===== src/rtl/udc_pkg.sv =====
package udc_pkg;

  // Operation applied to the count register in one system clock cycle.
  typedef enum logic [2:0] {
    OP_HOLD  = 3'd0,
    OP_CLEAR = 3'd1,
    OP_LOAD  = 3'd2,
    OP_INC   = 3'd3,
    OP_DEC   = 3'd4
  } udc_op_e;

endpackage


===== src/rtl/udc_sync.sv =====
module udc_sync #(
  parameter int              WIDTH   = 8,
  parameter int              STAGES  = 2,
  parameter logic [WIDTH-1:0] RST_VAL = '0
) (
  input  logic             clk,
  input  logic             rst_n,
  input  logic [WIDTH-1:0] async_i,
  output logic [WIDTH-1:0] sync_o
);

  logic [WIDTH-1:0] stage_q [STAGES];

  for (genvar g = 0; g < STAGES; g++) begin : g_stage
    logic [WIDTH-1:0] stage_d;
    if (g == 0) begin : g_first
      assign stage_d = async_i;
    end else begin : g_next
      assign stage_d = stage_q[g-1];
    end

    always_ff @(posedge clk or negedge rst_n) begin
      if (!rst_n) begin
        stage_q[g] <= RST_VAL;
      end else begin
        stage_q[g] <= stage_d;
      end
    end
  end

  assign sync_o = stage_q[STAGES-1];

endmodule


===== src/rtl/udc_ctrl.sv =====
module udc_ctrl
  import udc_pkg::*;
(
  input  logic    clk,
  input  logic    rst_n,
  input  logic    up_s,
  input  logic    dn_s,
  input  logic    ld_n_s,
  input  logic    clr_s,
  output udc_op_e op_o
);

  logic up_prev_q, dn_prev_q;
  logic up_rise, dn_rise;

  assign up_rise = up_s & ~up_prev_q;
  assign dn_rise = dn_s & ~dn_prev_q;

  // Priority: clear, then preset, then counting.
  always_comb begin
    op_o = OP_HOLD;
    if (clr_s) begin
      op_o = OP_CLEAR;
    end else if (!ld_n_s) begin
      op_o = OP_LOAD;
    end else if (up_rise && dn_s) begin
      op_o = OP_INC;
    end else if (dn_rise && up_s) begin
      op_o = OP_DEC;
    end
  end

  // Idle level of both count pins is high.
  always_ff @(posedge clk or negedge rst_n) begin
    if (!rst_n) begin
      up_prev_q <= 1'b1;
      dn_prev_q <= 1'b1;
    end else begin
      up_prev_q <= up_s;
      dn_prev_q <= dn_s;
    end
  end

endmodule


===== src/rtl/udc_core.sv =====
module udc_core
  import udc_pkg::*;
#(
  parameter int WIDTH = 4
) (
  input  logic             clk,
  input  logic             rst_n,
  input  udc_op_e          op_i,
  input  logic [WIDTH-1:0] data_i,
  output logic [WIDTH-1:0] count_o
);

  logic [WIDTH-1:0] count_q, count_d;
  logic             count_en;

  always_comb begin
    count_d = count_q;
    unique case (op_i)
      OP_CLEAR: count_d = '0;
      OP_LOAD:  count_d = data_i;
      OP_INC:   count_d = count_q + WIDTH'(1);
      OP_DEC:   count_d = count_q - WIDTH'(1);
      default:  count_d = count_q;
    endcase
  end

  assign count_en = (op_i != OP_HOLD);

  always_ff @(posedge clk or negedge rst_n) begin
    if (!rst_n) begin
      count_q <= '0;
    end else if (count_en) begin
      count_q <= count_d;
    end
  end

  assign count_o = count_q;

endmodule


===== src/rtl/udc_flags.sv =====
module udc_flags #(
  parameter int WIDTH = 4
) (
  input  logic [WIDTH-1:0] count_i,
  input  logic             up_s,
  input  logic             dn_s,
  output logic             carry_n_o,
  output logic             borrow_n_o
);

  localparam logic [WIDTH-1:0] CNT_MAX = {WIDTH{1'b1}};

  assign carry_n_o  = ~((count_i == CNT_MAX) & ~up_s);
  assign borrow_n_o = ~((count_i == '0) & ~dn_s);

endmodule


===== src/rtl/updown_dual_counter.sv =====
module updown_dual_counter
  import udc_pkg::*;
#(
  parameter int WIDTH       = 4,
  parameter int SYNC_STAGES = 2
) (
  input  logic             clk,
  input  logic             rst_n,
  input  logic             cnt_up_i,
  input  logic             cnt_dn_i,
  input  logic             preset_n_i,
  input  logic             clear_i,
  input  logic [WIDTH-1:0] data_i,
  output logic [WIDTH-1:0] count_o,
  output logic             carry_n_o,
  output logic             borrow_n_o
);

  localparam int               BUS_W    = WIDTH + 4;
  localparam logic [BUS_W-1:0] BUS_IDLE = {1'b1, 1'b1, 1'b1, 1'b0, {WIDTH{1'b0}}};

  logic [BUS_W-1:0] pin_bus, sync_bus;
  logic             up_s, dn_s, ld_n_s, clr_s;
  logic [WIDTH-1:0] dat_s;
  udc_op_e          op;

  assign pin_bus = {cnt_up_i, cnt_dn_i, preset_n_i, clear_i, data_i};

  udc_sync #(
    .WIDTH  (BUS_W),
    .STAGES (SYNC_STAGES),
    .RST_VAL(BUS_IDLE)
  ) u_sync (
    .clk    (clk),
    .rst_n  (rst_n),
    .async_i(pin_bus),
    .sync_o (sync_bus)
  );

  assign {up_s, dn_s, ld_n_s, clr_s, dat_s} = sync_bus;

  udc_ctrl u_ctrl (
    .clk   (clk),
    .rst_n (rst_n),
    .up_s  (up_s),
    .dn_s  (dn_s),
    .ld_n_s(ld_n_s),
    .clr_s (clr_s),
    .op_o  (op)
  );

  udc_core #(.WIDTH(WIDTH)) u_core (
    .clk    (clk),
    .rst_n  (rst_n),
    .op_i   (op),
    .data_i (dat_s),
    .count_o(count_o)
  );

  udc_flags #(.WIDTH(WIDTH)) u_flags (
    .count_i   (count_o),
    .up_s      (up_s),
    .dn_s      (dn_s),
    .carry_n_o (carry_n_o),
    .borrow_n_o(borrow_n_o)
  );

endmodule


===== config.mk =====
export PLATFORM = sky130hd
export DESIGN_NAME = updown_dual_counter
export DESIGN_NICKNAME = d
export VERILOG_FILES = /design/src/rtl/udc_pkg.sv /design/src/rtl/udc_sync.sv /design/src/rtl/udc_ctrl.sv /design/src/rtl/udc_core.sv /design/src/rtl/udc_flags.sv /design/src/rtl/updown_dual_counter.sv
export SDC_FILE = /design/constraint.sdc
export NUM_CORES = 1
export LEC_CHECK = 0
export CAP_MARGIN = 5
export CORE_ASPECT_RATIO = 1.4
export CORE_MARGIN = 1.5
export CORE_UTILIZATION = 30
export CTS_BUF_LIST = sky130_fd_sc_hd__clkbuf_2
export DETAILED_ROUTE_END_ITERATION = 16
export GPL_ROUTABILITY_DRIVEN = 0
export HOLD_SLACK_MARGIN = 0.15
export PLACE_DENSITY_LB_ADDON = 0.2
export SLEW_MARGIN = 20
export SYNTH_ARGS = -nofsm -noshare
export SYNTH_HDL_FRONTEND = slang
export SYNTH_SLANG_ARGS = --single-unit

===== constraint.sdc =====
create_clock -name clk -period 1.9 [get_ports clk]
set_input_delay 0.19 -clock clk [delete_from_list [all_inputs] [get_ports clk]]
set_output_delay 0.19 -clock clk [all_outputs]
set_load 0.02 [all_outputs]

==> reports/metrics.cfg, run 1 <==
[cts]
root_buffer=clkbuf_2
numClockSinks=22
cts_tree=done
clk_latency_ps=310
clockBufferDepth=2
htreeDepth=1
cts_made_buffers=3
clk_pin_slew_ps=200

[grt]
gr-usage-met1=0.158
gr-total-overflow=0
met2_usage=0.218
grt_max_degree=23
grt.busiest_layer=met2
track_usage=0.133
grt_pass1_vias=641
grtUsageMet3=0.0330
grt_pass1_wl_microns=2860
antenna_found_initial=0

[logic_synthesis]
async_reset_ff_frac=1.00
yosys.area.top_type=dfrtp_1
yosysMostFrequentCell=dfrtp_1
ys_seq_elements=22
yosys-top-cells-area=dfrtp_1 42%, dfstp_2 25%, ha_1 3.0%
syn_inst=62
ys_seq_area_frac=0.672
ys_types=26
synthTopCellsByCount=14 x dfrtp_1, 8 x dfstp_2, 6 x nor2_1, 5 x nand2_1, 3 x a211oi_1
synth_area_sq_um=835
synth_edf_count=0
synth.net_count=74
netlist.area_leader.share=0.420
avgSynthCellArea_sq_um=13.5
synth-main-ff-cell=dfrtp_1
ys_warn_count=0

[routing]
drt_wl_total_microns=1660
dr_total_vias=629
drtPass1Iterations=4
ant_nets=0
viasPerCell=4.66
drc=0
drtIter0Drc=4
post_drt_wl_per_cell_microns=12.3

[layout]
post_route_cells_drive_above_1_share=0.465
area_growth_pct=53.2
fin_area_sq_mm=0.00128
fillers=256
antenna_cells=0
fin_nets=112

[power_and_ir_drop]
power_frac_clock=0.320
p_leak_nw=0.533
pwr-share-seq=0.527
p_int_mw=0.765
power_mw=0.979
peakVddDrop_mv=0.467
p_comb_frac=0.152
switching_power_mw=0.214
p_sw_frac=0.219
powerDensity_mw_per_mm2=766

[timing]
rsz0062_at_grt=true
finalSetupViolCount=3
final-hold-violation-count=0
max_freq_mhz=479
setup-tns-final_ps=-420
slew_headroom=0.801
fin_skew_ps=14.2
drv_slew=0
fin_crit_sh=1.10
layout_setup_ws_ps=-186
layout_min_cycle_time_ps=2090
worst_slew_pin_slew_ps=297

[setup_path]
crit_fanout=3
cp.arrival_ps=2330
timing.rr.start=u_sync.sync_o[5]
reg2reg_slack_ps=-190
endpoint=u_core.count_o[3]
cp-startpoint=u_sync.sync_o[5]
critPathCaptureType=flip-flop
worstRegToRegCells=7
reg2reg_to=u_core.count_o[3]
cp.required_ps=2150
cp-start-kind=flip-flop
worstSetupPathType=reg -> reg

[die]
fp.coreArea_sq_mm=0.00264
die_area_sq_mm=0.00311
die_y_microns=65.4
fp.dieW_microns=47.6
num_rows=22
ios=16
start_util=0.316

[min_path]
worstHoldStart=preset_n_i
hold_class=in -> reg

[flow_run]
drv_cap=0

[placed_design]
placed_area_sq_mm=0.00108
numPortBuffers=15
dp_slack_ps=-162

[status]
violations=negative setup slack
outcome=complete, but fails checks

[cell usage in the layout, fill, tap and decap left out, types with 2 or more instances in the layout]
master	instances
dfrtp_1	12
nand2_1	5
xor2_1	2
nor2_1	5
nand4_1	2
dfrtp_2	2
clkbuf_2	3
clkdlybuf4s50_1	13
dfstp_2	8
buf_4	19
a211oi_1	2
mux2i_1	2
[critical path, cell delays in order, from the launching register on]
cell	delay [ps]
dfstp_2	610
nand4bb_4	140
nor2_4	150
ha_4	220
o21ai_2	70
a211oi_2	100
or4_4	520
a311oi_2	230
[power groups by stage]
stage	combinational [mW]	clock (mW)	sequential [mW]
2_1_floorplan	0.0432	0	0.531
3_3_place_gp	0.110	0	0.527
3_5_place_dp	0.111	0	0.529
4_1_cts	0.138	0.327	0.516
5_1_grt	0.163	0.350	0.520
6_report	0.149	0.314	0.516
[worst min-delay path by stage]
stage          cells past startpoint                            to
2_1_floorplan                      0             u_core.count_o[0]
3_3_place_gp                       0              u_sync.sync_o[3]
3_5_place_dp                       0              u_sync.sync_o[2]
4_1_cts                            2  u_sync.g_stage[1].stage_d[0]
5_1_grt                            1  u_sync.g_stage[1].stage_d[5]
6_report                           1  u_sync.g_stage[1].stage_d[5]
[layer usage]
| metal | share of wire | up-vias | wire, microns |
|---|---|---|---|
| met1 | 0.38 | 310 | 635 |
| met3 | 0.040 | 4 | 67 |
| met4 | 0.019 | 0 | 31 |
| li1 | - | 299 | - |
| met2 | 0.56 | 16 | 923 |
| met5 | 0 | - | 0 |
[through the flow]
| stage | utilization | hold slack, ps | std cells |
|---|---|---|---|
| floorplan | - | -106 | 62 |
| global placement | 0.408 | 334 | 119 |
| detailed placement | 0.408 | 338 | 119 |
| CTS | 0.457 | 166 | 131 |
| global route | 0.484 | 219 | 135 |
| finish | 0.484 | 263 | 135 |
[cells by family after synthesis]
logic type,after synthesis,share of synthesized area
flops,22,0.672
mux,2,0.0240
compound gates,11,0.0990
simple gates,20,0.132
buf+inv,3,0.0225
fa+ha+maj,2,0.0300
xor+xnor,2,0.0210
[registers in the layout (all words and copies together), names as in the netlist]
register and flops:
u_sync.g_stage.stage_d 8, u_ctrl.up_prev_q 1, u_ctrl.dn_prev_q 1, u_sync.sync_o 8
u_core.count_o 4
[repair_timing]
action | in CTS | in global routing
setup endpoints to repair | 4 | 4
buffers inserted | 8 | 3
hold buffers | 0 | 1
resized for setup | 7 | 7
pin swaps | 3 | 6
endpoints found under the hold margin | 0 | 13
[area by class of cell]
type | instances | area (sq um) | share of cell area
multi-input cells | 37 | 318 | 0.249
repair buffers | 35 | 304 | 0.238
clock buffers | 3 | 15.0 | 0.0117
flip-flops and latches | 22 | 563 | 0.440
clock inverters | 1 | 30.0 | 0.0235
well taps | 36 | 45.0 | 0.0352
inverters | 1 | 3.75 | 0.00294
No activity file was read; power rests on OpenSTA's default activity.
==> run 2: changes to the inputs <==
==> constraint.sdc (replaced) <==
create_clock -name clk -period 1.9 [get_ports clk]
set_input_delay 0.57 -clock clk [delete_from_list [all_inputs] [get_ports clk]]
set_output_delay 0.57 -clock clk [all_outputs]
set_load 0.02 [all_outputs]
==> reports/metrics.cfg, run 2 (synthesized netlist as in run 1, its figures left out) <==
[status]
outcome=complete, but fails checks
violations=negative setup slack

[cts]
numClockSinks=22
clk_pin_slew_ps=200
clockBufferDepth=2
cts_tree=done
cts_made_buffers=3
root_buffer=clkbuf_2
htreeDepth=1
ctsHoldBuffers=0
clk_latency_ps=310

[power_and_ir_drop]
power_mw=0.837
p_leak_nw=0.531
powerDensity_mw_per_mm2=674
p_int_mw=0.627
pwr-share-seq=0.613
peakVddDrop_mv=0.388
p_comb_frac=0.180
p_sw_frac=0.251
power_frac_clock=0.206
switching_power_mw=0.210

[min_path]
hold_class=reg -> reg

[layout]
mostFrequentLayoutCell=buf_4
antenna_cells=0
fin_area_sq_mm=0.00124
area_growth_pct=48.9
fin_nets=111
post_route_cells_drive_above_1_share=0.480
final_cell_mix=17 x buf_4, 14 x dfrtp_1, 9 x clkdlybuf4s50_1
fillers=255
finish.utilization=0.470

[grt]
grt_max_degree=23
track_usage=0.124
antenna_found_initial=0
grt_pass1_wl_microns=2680
gr-total-overflow=0
grt_pass1_vias=591

[setup_path]
cp-start-kind=flip-flop
path_cells=nand4bb_4 > nor2_4 > ha_4 > o21ai_2 > a211oi_2 > or4_1 > a311oi_2
worstSetupPathType=reg -> reg
cp.arrival_ps=2190
cp.required_ps=2140
cp_slowest_cell=dfstp_2
critPathCaptureType=flip-flop
critPathMaxStageDelay_ps=600
crit_fanout=3

[placed_design]
placed_area_sq_mm=0.00113
numPortBuffers=15
place_hpwl_microns=1100

[timing]
rsz0062_at_grt=true
fin_crit_sh=1.02
final-hold-violation-count=0
drv_slew=0
layout_min_cycle_time_ps=1940
layout_setup_ws_ps=-43.3
fin_skew_ps=17.0
finalSetupViolCount=1
worst_slew_pin_slew_ps=264
setup-tns-final_ps=-43.3
slew_headroom=0.822
max_freq_mhz=515

[die]
fp.coreArea_sq_mm=0.00264
fp.dieW_microns=47.6
start_util=0.316
die_y_microns=65.4
num_rows=22
ios=16
die_area_sq_mm=0.00311

[routing]
ant_nets=0
drtPass1Iterations=2
drt_wl_total_microns=1590
drtIter0Drc=5
drc=0
post_drt_wl_per_cell_microns=11.9
dr_total_vias=621
viasPerCell=4.63

[flow_run]
drv_cap=0

==> run 2: cell types whose count changed in the layout (fill, tap and decap cells not counted), moves of 2 or more <==
cell             change
buf_6                +3
dlygate4sd2_1        +2
buf_4                -2
clkdlybuf4s50_1      -4
dfrtp_2              -2
dfrtp_1              +2
==> run 2: path summary, 6_finish.rpt <==
path	startpoint	to	slack [ps]	depth (start not counted)
hold reg to reg	u_sync.g_stage[1].stage_d[6]	u_sync.sync_o[6]	370	0
setup reg to reg	u_ctrl.up_prev_q	u_core.count_o[3]	-40	7
max in group asynchronous	rst_n	u_ctrl.up_prev_q	1050	2
min in group asynchronous	rst_n	u_sync.sync_o[1]	560	2
hold / removal	u_sync.g_stage[1].stage_d[6]	u_sync.sync_o[6]	370	0
setup / recovery	u_ctrl.up_prev_q	u_core.count_o[3]	-40	7
==> run 2: critical path: cells and delay by family (launching register included) <==
kind                       cells  cell delay, ps
adders and majority gates      1             220
AOI/OAI and AO/OA              3             340
DFF                            1             600
and+or+nand+nor                3             730
==> run 2: repair_timing <==
item                                    CTS  global route
gates cloned                              0             0
buffers inserted                          4             1
endpoints found under the setup margin    8             5
pin swaps                                 9             3
resized for setup                        22             7
==> run 2: layer usage <==
layer  track usage  routed length, microns  vias up
met3        0.0192                      61        4
met1         0.152                     643      307
li1              -                       -      294
met4        0.0743                      40        0
met2         0.196                     846       16
met5             0                       0        -
==> run 2: final cells by class <==
| cell class | count | area, sq um | share of cell area |
|---|---|---|---|
| repair buffers | 34 | 288 | 0.232 |
| clock inverters | 1 | 3.75 | 0.00302 |
| multi-input cells | 37 | 327 | 0.263 |
| flip-flops and latches | 22 | 561 | 0.451 |
| well taps | 36 | 45.0 | 0.0363 |
| inverters | 1 | 3.75 | 0.00302 |
| clock buffers | 3 | 15.0 | 0.0121 |
==> run 2: through the flow <==
step                setup slack [ps]  instances  hold slack [ps]
global route                    -163        134              375
detailed placement              -180        126              335
finish                         -43.3        134              369
CTS                             -110        133              371
floorplan                       -102         62              274
global placement                -107        126              332
==> run 2: power by group through the flow <==
stage / Clock, mW / Combinational (mW) / Sequential [mW]
2_1_floorplan: 0 / 0.0432 / 0.531
3_3_place_gp: 0 / 0.134 / 0.520
3_5_place_dp: 0 / 0.134 / 0.520
4_1_cts: 0.184 / 0.149 / 0.513
5_1_grt: 0.204 / 0.166 / 0.517
6_report: 0.173 / 0.151 / 0.513
==> run 3: changes to the inputs <==
--- a/config.mk
+++ b/config.mk
@@ -7,8 +7,8 @@
 export LEC_CHECK = 0
 export CAP_MARGIN = 5
 export CORE_ASPECT_RATIO = 1.4
-export CORE_MARGIN = 1.5
-export CORE_UTILIZATION = 30
+export CORE_MARGIN = 5
+export CORE_UTILIZATION = 45
 export CTS_BUF_LIST = sky130_fd_sc_hd__clkbuf_2
 export DETAILED_ROUTE_END_ITERATION = 16
 export GPL_ROUTABILITY_DRIVEN = 0
==> reports/metrics.cfg, run 3 (synthesized netlist as in run 1, its figures left out) <==
[cts]
numClockSinks=22
htreeDepth=1
clk_latency_ps=310
cts_tree=done
cts_made_buffers=3
clockBufferDepth=2
root_buffer=clkbuf_2
clk_pin_slew_ps=180

[min_path]
hold_path_end=u_sync.sync_o[5]
hold_class=reg -> reg
worstHoldStart=u_sync.g_stage[1].stage_d[5]
hold_depth=0

[timing]
fin_skew_ps=2.49
max_freq_mhz=458
finalSetupViolCount=2
fin_crit_sh=1.15
rsz0062_at_grt=true
setup-tns-final_ps=-318
layout_setup_ws_ps=-285
final-hold-violation-count=0
layout_min_cycle_time_ps=2190
worst_slew_pin_slew_ps=303
timing.hold.ws_ps=372
drv_slew=0
slew_headroom=0.797

[routing]
viasPerCell=5.23
dr_total_vias=628
drtIter0Drc=6
drc=0
ant_nets=0
drtPass1Iterations=4
drt_wl_total_microns=1720
post_drt_wl_per_cell_microns=14.3

[placed_design]
dp_slack_ps=-249
place_hpwl_microns=1190
placed_area_sq_mm=0.00109
dp.cells=107
numPortBuffers=15

[setup_path]
worstSetupPathType=reg -> reg
critPathMaxStageDelay_ps=570
critPathCaptureType=flip-flop
cp.arrival_ps=2410
cpLargestDelayFamily=simple AND/OR/NAND/NOR gates
cp_slowest_cell=dfstp_2
cp-start-kind=flip-flop
cp.required_ps=2120
timing.rr.start=u_ctrl.up_prev_q
reg2reg_slack_ps=-290
crit_fanout=3
crit_buf_inv=0
worstRegToRegCells=7
path_cells=nand4bb_1 > nor2_2 > ha_4 > o21ai_2 > a211oi_2 > or4_4 > a311oi_2
reg2reg_to=u_core.count_o[3]

[power_and_ir_drop]
p_leak_nw=0.542
power_mw=0.846
peakVddDrop_mv=0.502
powerDensity_mw_per_mm2=690

[layout]
final_cell_mix=22 x buf_4, 14 x dfrtp_1, 9 x clkdlybuf4s50_1
fin_nets=113
finish.utilization=0.698
area_growth_pct=46.9
fillers=138
antenna_cells=0
mostFrequentLayoutCell=buf_4
post_route_cells_drive_above_1_share=0.510
fin_area_sq_mm=0.00123
stdcell_count=120

[die]
ios=16
num_rows=18
fp.dieW_microns=46.4
die_area_sq_mm=0.00283
fp.coreArea_sq_mm=0.00176
start_util=0.475
die_y_microns=61.0

[grt]
grt_pass1_vias=648
grt_max_degree=23
track_usage=0.142
gr-total-overflow=0
antenna_found_initial=0
grt_pass1_wl_microns=2740

[status]
violations=negative setup slack
outcome=complete, but fails checks

[flow_run]
drv_cap=0

-- run 3: cell types whose count changed in the layout (fill, tap and decap cells not counted), sizes merged --
cell         previous run  this run
clkbuf                  4         5
buf                    21        22
dlygate4sd2             3         4
clkinv                  1         0
-- run 3: worst max path at each step --
stage                                 from                 to  slack [ps]  cells after the start
after global routing      u_ctrl.up_prev_q  u_core.count_o[3]        -370                      7
after detailed placement  u_ctrl.up_prev_q  u_core.count_o[3]        -250                      7
after CTS                 u_sync.sync_o[5]  u_core.count_o[3]        -190                      7
after floorplan           u_sync.sync_o[5]  u_core.count_o[3]        -100                      7
final                     u_ctrl.up_prev_q  u_core.count_o[3]        -290                      7
after global placement    u_ctrl.dn_prev_q  u_core.count_o[3]         -90                      7
-- run 3: power breakdown --
part	internal, mW	switching, mW
Clock	0.0558	0.126
Combinational	0.0776	0.0737
Sequential	0.501	0.0115
-- run 3: worst reg2reg max path, stage by stage, from the launching register on --
cell       delay (ps)
dfstp_2           570
nand4bb_1         150
nor2_2            200
ha_4              230
o21ai_2            60
a211oi_2          100
or4_4             540
a311oi_2          270
-- run 3: area by class of cell --
type,instances,area [sq um],area share
Inverter,1,3.75,0.00306
Timing Repair Buffer,36,295,0.241
Multi-Input combinational cell,37,322,0.262
Clock buffer,4,20.0,0.0163
Tap cell,20,25.0,0.0204
Sequential cell,22,561,0.457
-- run 3: what timing repair did --
item                                    4_1_cts  5_1_grt
hold buffers                                  0        0
buffers inserted                              7        4
pin swaps                                     5        7
endpoints found under the setup margin        8        4
gates resized for setup                      14       11
cloned                                        0        0
-- run 3: metal layers --
metal	track usage	part of all wire
met3	0.0208	0.050
met4	0.0976	0.026
met1	0.141	0.37
met5	0	0
met2	0.260	0.55
